[src/rtl/agen_pkg.sv]
package agen_pkg;

  typedef enum logic [1:0] {
    AG_IDLE = 2'd0,
    AG_RUN  = 2'd1,
    AG_FIN  = 2'd2
  } agen_state_t;

endpackage

[src/rtl/strip_seq.sv]
module strip_seq #(
  parameter int MVL   = 64,
  parameter int CNT_W = 16,
  localparam int VL_W  = $clog2(MVL + 1),
  localparam int POS_W = $clog2(MVL)
) (
  input  logic             clk,
  input  logic             rst_n,
  input  logic             load,
  input  logic [CNT_W-1:0] n_in,
  input  logic             fire,
  output logic [VL_W-1:0]  cur_vl,
  output logic             at_strip_first,
  output logic             at_strip_last,
  output logic             at_final,
  output logic             first_strip
);

  // Length of the opening strip: the leftover, or a full strip if none.
  function automatic logic [VL_W-1:0] lead_len(input logic [CNT_W-1:0] n);
    logic [CNT_W-1:0] r;
    r = n % CNT_W'(MVL);
    return (r == '0) ? VL_W'(MVL) : VL_W'(r);
  endfunction

  logic [CNT_W-1:0] rem_q;
  logic [VL_W-1:0]  vl_q;
  logic [POS_W-1:0] pos_q;
  logic             first_q;

  assign cur_vl         = vl_q;
  assign first_strip    = first_q;
  assign at_strip_first = (pos_q == '0);
  assign at_strip_last  = ({1'b0, pos_q} == (vl_q - 1'b1));
  assign at_final       = (rem_q == CNT_W'(1));

  always_ff @(posedge clk or negedge rst_n) begin
    if (!rst_n) begin
      rem_q   <= '0;
      vl_q    <= '0;
      pos_q   <= '0;
      first_q <= 1'b0;
    end else if (load) begin
      rem_q   <= n_in;
      vl_q    <= lead_len(n_in);
      pos_q   <= '0;
      first_q <= 1'b1;
    end else if (fire) begin
      rem_q <= rem_q - 1'b1;
      if (at_strip_last) begin
        pos_q   <= '0;
        vl_q    <= VL_W'(MVL);
        first_q <= 1'b0;
      end else begin
        pos_q <= pos_q + 1'b1;
      end
    end
  end

  AST_FINAL_ENDS_STRIP: assert property (@(posedge clk) disable iff (!rst_n)
    fire && at_final |-> at_strip_last);
  AST_LATER_FULL: assert property (@(posedge clk) disable iff (!rst_n)
    fire && !first_strip |-> cur_vl == VL_W'(MVL));

endmodule

[src/rtl/addr_accum.sv]
module addr_accum #(
  parameter int ADDR_W     = 32,
  parameter int STRIDE_W   = 16,
  parameter int ELEM_BYTES = 8,
  localparam int SHIFT     = $clog2(ELEM_BYTES)
) (
  input  logic                clk,
  input  logic                rst_n,
  input  logic                load,
  input  logic [ADDR_W-1:0]   base,
  input  logic [STRIDE_W-1:0] stride,
  input  logic                fire,
  output logic [ADDR_W-1:0]   addr
);

  // Byte step: sign-extended element stride scaled by the element size.
  function automatic logic [ADDR_W-1:0] step_bytes(input logic [STRIDE_W-1:0] s);
    logic [ADDR_W-1:0] ext;
    ext = {{(ADDR_W-STRIDE_W){s[STRIDE_W-1]}}, s};
    return ext << SHIFT;
  endfunction

  logic [ADDR_W-1:0] addr_q;
  logic [ADDR_W-1:0] step_q;

  assign addr = addr_q;

  always_ff @(posedge clk or negedge rst_n) begin
    if (!rst_n) begin
      addr_q <= '0;
      step_q <= '0;
    end else if (load) begin
      addr_q <= base;
      step_q <= step_bytes(stride);
    end else if (fire) begin
      addr_q <= addr_q + step_q;
    end
  end

  AST_ADDR_HOLD: assert property (@(posedge clk) disable iff (!rst_n)
    !load && !fire |=> $stable(addr));

endmodule

[src/rtl/vec_strip_agen.sv]
module vec_strip_agen #(
  parameter int MVL        = 64,
  parameter int CNT_W      = 16,
  parameter int ADDR_W     = 32,
  parameter int STRIDE_W   = 16,
  parameter int ELEM_BYTES = 8,
  localparam int VL_W      = $clog2(MVL + 1)
) (
  input  logic                clk,
  input  logic                rst_n,
  input  logic                start,
  input  logic [CNT_W-1:0]    n_elems,
  input  logic [ADDR_W-1:0]   base_addr,
  input  logic [STRIDE_W-1:0] stride,
  input  logic                ready,
  output logic [ADDR_W-1:0]   addr,
  output logic                addr_valid,
  output logic [VL_W-1:0]     strip_vl,
  output logic                strip_start,
  output logic                strip_last,
  output logic                done
);
  import agen_pkg::*;

  agen_state_t state_q, state_d;

  logic accept_start;
  logic empty_req;
  logic fire;
  logic at_first, at_last, at_final, first_strip;
  logic [VL_W-1:0] cur_vl;

  assign accept_start = start && (state_q == AG_IDLE);
  assign empty_req    = (n_elems == '0);
  assign fire         = (state_q == AG_RUN) && ready;

  always_comb begin
    state_d = state_q;
    unique case (state_q)
      AG_IDLE: if (accept_start) state_d = empty_req ? AG_FIN : AG_RUN;
      AG_RUN:  if (fire && at_final) state_d = AG_FIN;
      AG_FIN:  state_d = AG_IDLE;
      default: state_d = AG_IDLE;
    endcase
  end

  always_ff @(posedge clk or negedge rst_n) begin
    if (!rst_n) state_q <= AG_IDLE;
    else        state_q <= state_d;
  end

  strip_seq #(.MVL(MVL), .CNT_W(CNT_W)) u_seq (
    .clk            (clk),
    .rst_n          (rst_n),
    .load           (accept_start),
    .n_in           (n_elems),
    .fire           (fire),
    .cur_vl         (cur_vl),
    .at_strip_first (at_first),
    .at_strip_last  (at_last),
    .at_final       (at_final),
    .first_strip    (first_strip)
  );

  addr_accum #(.ADDR_W(ADDR_W), .STRIDE_W(STRIDE_W), .ELEM_BYTES(ELEM_BYTES)) u_acc (
    .clk    (clk),
    .rst_n  (rst_n),
    .load   (accept_start),
    .base   (base_addr),
    .stride (stride),
    .fire   (fire),
    .addr   (addr)
  );

  assign addr_valid  = (state_q == AG_RUN);
  assign strip_vl    = cur_vl;
  assign strip_start = addr_valid && at_first;
  assign strip_last  = addr_valid && at_last;
  assign done        = (state_q == AG_FIN);

  AST_VL_RANGE: assert property (@(posedge clk) disable iff (!rst_n)
    addr_valid |-> (strip_vl != '0) && (strip_vl <= VL_W'(MVL)));
  AST_STALL_HOLD: assert property (@(posedge clk) disable iff (!rst_n)
    addr_valid && !ready |=> addr_valid && $stable(addr) && $stable(strip_vl)
      && $stable(strip_start) && $stable(strip_last));
  AST_DONE_PULSE: assert property (@(posedge clk) disable iff (!rst_n)
    done |=> !done);
  AST_DONE_QUIET: assert property (@(posedge clk) disable iff (!rst_n)
    done |-> !addr_valid);
  AST_ISSUE_NEXT: assert property (@(posedge clk) disable iff (!rst_n)
    accept_start && !empty_req |=> addr_valid && strip_start);
  AST_EMPTY_DONE: assert property (@(posedge clk) disable iff (!rst_n)
    accept_start && empty_req |=> done);
  AST_START_FIRST_STRIP: assert property (@(posedge clk) disable iff (!rst_n)
    accept_start |=> first_strip);

endmodule

[config.mk]
export PLATFORM = sky130hd
export DESIGN_NAME = vec_strip_agen
export DESIGN_NICKNAME = d
export VERILOG_FILES = /design/src/rtl/agen_pkg.sv /design/src/rtl/strip_seq.sv /design/src/rtl/addr_accum.sv /design/src/rtl/vec_strip_agen.sv
export SDC_FILE = /design/constraint.sdc
export NUM_CORES = 1
export LEC_CHECK = 0
export BUFFER_PORTS_ARGS = -buffer_cell sky130_fd_sc_hd__buf_2
export CAP_MARGIN = 25
export CELL_PAD_IN_SITES_DETAIL_PLACEMENT = 1
export CELL_PAD_IN_SITES_GLOBAL_PLACEMENT = 2
export CORE_MARGIN = 10
export CORE_UTILIZATION = 31
export DETAILED_ROUTE_END_ITERATION = 16
export PLACE_DENSITY_LB_ADDON = 0.1
export RECOVER_POWER = 100
export SLEW_MARGIN = 25
export SYNTH_ARGS = -nofsm -noshare
export SYNTH_HDL_FRONTEND = slang
export SYNTH_HIERARCHICAL = 1
export SYNTH_SLANG_ARGS = --single-unit
[constraint.sdc]
create_clock -name clk -period 2.5 [get_ports clk]
set_input_delay 0.75 -clock clk [delete_from_list [all_inputs] [get_ports clk]]
set_output_delay 0.75 -clock clk [all_outputs]
set_load 0.05 [all_outputs]
==> impl_metrics.tcl <==
set metrics [dict create \
    status "finished, violations left" \
    violations "setup timing" \
    clkSinkCount 79 \
    fillers 2089 \
    globalplace.congestion 0.877 \
    cts-htree-levels 3 \
    antenna_found_initial 0 \
    skew_ps 12.5 \
    clock.fmax_ghz 0.365 \
    drv_cap 0 \
    ant_nets 0 \
    worst_slew_pin_slew_ps 1040 \
    die_h_um 155 \
    max-slew-margin-rel_pct 30.9 \
    layout-drive-gt1-share_pct 31.0 \
    drc 0 \
    path_buf_inv 2 \
    die-area_um2 24000 \
    viasPerCell 5.22 \
    die_w_um 155 \
    portBuffers 110 \
    worst_path_max_delay_cell "dfrtp_2" \
    netlist_area_um2 5650 \
    min_period_ps 2740 \
    clockBufferDepth 2 \
    min_period_over_period_pct 110 \
    syn_nets 694 \
    crit_path_start "u_seq/cur_vl[0]" \
    worst-path-stages 8 \
    io_pins 111 \
    path_delay_family "compound AO/OA/AOI/OAI gates" \
    r2r_start "u_acc/addr[3]" \
    cts_inserted_buffers 9 \
    cp-end-kind "output pin" \
    drt_iter0_drc 151 \
    dp_hpwl_um 14400 \
    critical_path_required_ps 1750 \
    dr.pass1.iters 4 \
    clock-root-buffer "clkbuf_16" \
    nNetsFinal 846 \
    yosysWarnings 6 \
    path_class "flip-flop to output pin" \
    vias 5108 \
    grt_max_degree 94 \
    n_antenna_cell 0 \
    grt_pass1_vias 5628 \
    placementRows 49 \
    rsz0062_at_grt "true" \
    coreArea_um2 18000 \
    start_util_pct 31.5 \
    finalWirelength_um 18600 \
    fin_setup_tns_ps -239 \
    grt_pass1_wl_um 30400 \
    cp-start-kind "flip-flop" \
    worstSetupEndpoint "strip_last" \
    path_clk_slew_ps 70 \
    syn_inst 592 \
    arrival_ps 1990 \
    r2r-end "u_acc/addr[29]" \
    ctsHoldBuffers 0 \
    areaGrowthSynthToFinish_pct 28.8 \
    syn_avg_cell_area_um2 9.54 \
    wl_per_cell_um 19.0 \
    crit_chain "inv_4, ha_4, o21bai_4, a2111oi_4, a21oi_2, a21oi_1, and2_4, buf_8" \
    seqCellArea_um2 1980 \
    grt_usage_pct 15.4 \
    grt.overflow.total 0 \
    cpPeakStageDelay_ps 380 \
    reg2reg_depth 11 \
    setup_viol 1 \
    cp_max_fo 6 \
    insertion_delay_ps 360 \
    rrSetupSlack_ps 60 \
    cts_tree "built" \
    min_path_type "flip-flop to flip-flop" \
    multiInputGateArea_um2 3630 \
    finalWorstSetupSlack_ps -239 \
    drv_slew 0 \
    final-hold-violation-count 0 \
]
## worst reg2reg max path, cell delays in order (launching register included)
cell and delay [ps]:
dfrtp_2 430, ha_4 180, fa_2 360, a211oi_2 260, nor2_4 90, o311ai_1 240, buf_4 170, a21oi_2 60
o2111ai_2 210, a21oi_2 90, xnor2_1 150, o21ai_1 70
## stage by stage
stage	cells	instance area, um2	setup WS [ps]	util [%]	hold WS (ps)
floorplan	592	5720	-231	-	454
global placement	954	6810	25.6	37.9	486
detailed placement	954	6810	-15.4	37.9	496
CTS	974	7230	-274	40.2	267
global route	978	7280	-328	40.5	522
finish	978	7280	-239	40.5	488
## per-layer routing
layer  GRT usage (%)  routed length [um]  vias to the layer above
met1            18.7                8390                     2527
met2            26.7                9260                       93
met4            3.87                 177                        0
li1                -                   -                     2475
met5               0                   0                        -
met3            3.69                 798                       13
## final cells by class
| type | instances | share of cell area, % |
|---|---|---|
| timing repair buffer | 173 | 13.5 |
| clock inverter | 7 | 1.50 |
| inverter | 14 | 0.756 |
| multi-input combinational | 467 | 49.9 |
| sequential | 79 | 27.3 |
| tap | 229 | 3.94 |
| clock buffer | 9 | 3.09 |
## cells in the final DEF, fill, tap and decap left out, types with 7 or more instances in the layout
cell and instances:
a211oi_1 7, a21o_1 17, nand2_1 52, clkbuf_1 43
clkbuf_16 9, a22oi_1 14, buf_4 54, nand4_1 9
nor3_1 14, dfrtp_1 73, a21oi_1 31, o21ai_1 21
o21ai_0 35, buf_2 67, xor2_1 20, mux2i_1 11
mux2_2 20, nand3_1 8, nor2_1 23, inv_1 12
nand2b_1 8, ha_1 30, xnor2_1 27
## registers in the layout (all words and copies together), names as in the netlist
| register | count |
|---|---|
| state_q | 2 |
| u_seq/pos_q | 6 |
| u_seq/rem_q | 16 |
| u_seq/cur_vl | 7 |
| u_acc/step_q | 16 |
| u_acc/addr | 32 |
## worst min-delay path by stage
stage	end	start	cells after the start
after floorplan	state_q[0]	rst_n	0
after global placement	u_acc/addr[1]	u_acc/addr[1]	1
after detailed placement	u_acc/addr[1]	u_acc/addr[1]	1
after CTS	u_acc/step_q[12]	rst_n	1
after global routing	u_acc/step_q[6]	u_acc/step_q[6]	1
final	state_q[1]	state_q[1]	1
## timing repair
action | CTS | global route
setup endpoints to repair | 2 | 15
pin swaps | 4 | 14
gates resized for setup | 11 | 33
setup buffers | 4 | 4
Power is not shown: default switching activity piles up to over one toggle a cycle in this logic, so the estimate is an artifact.
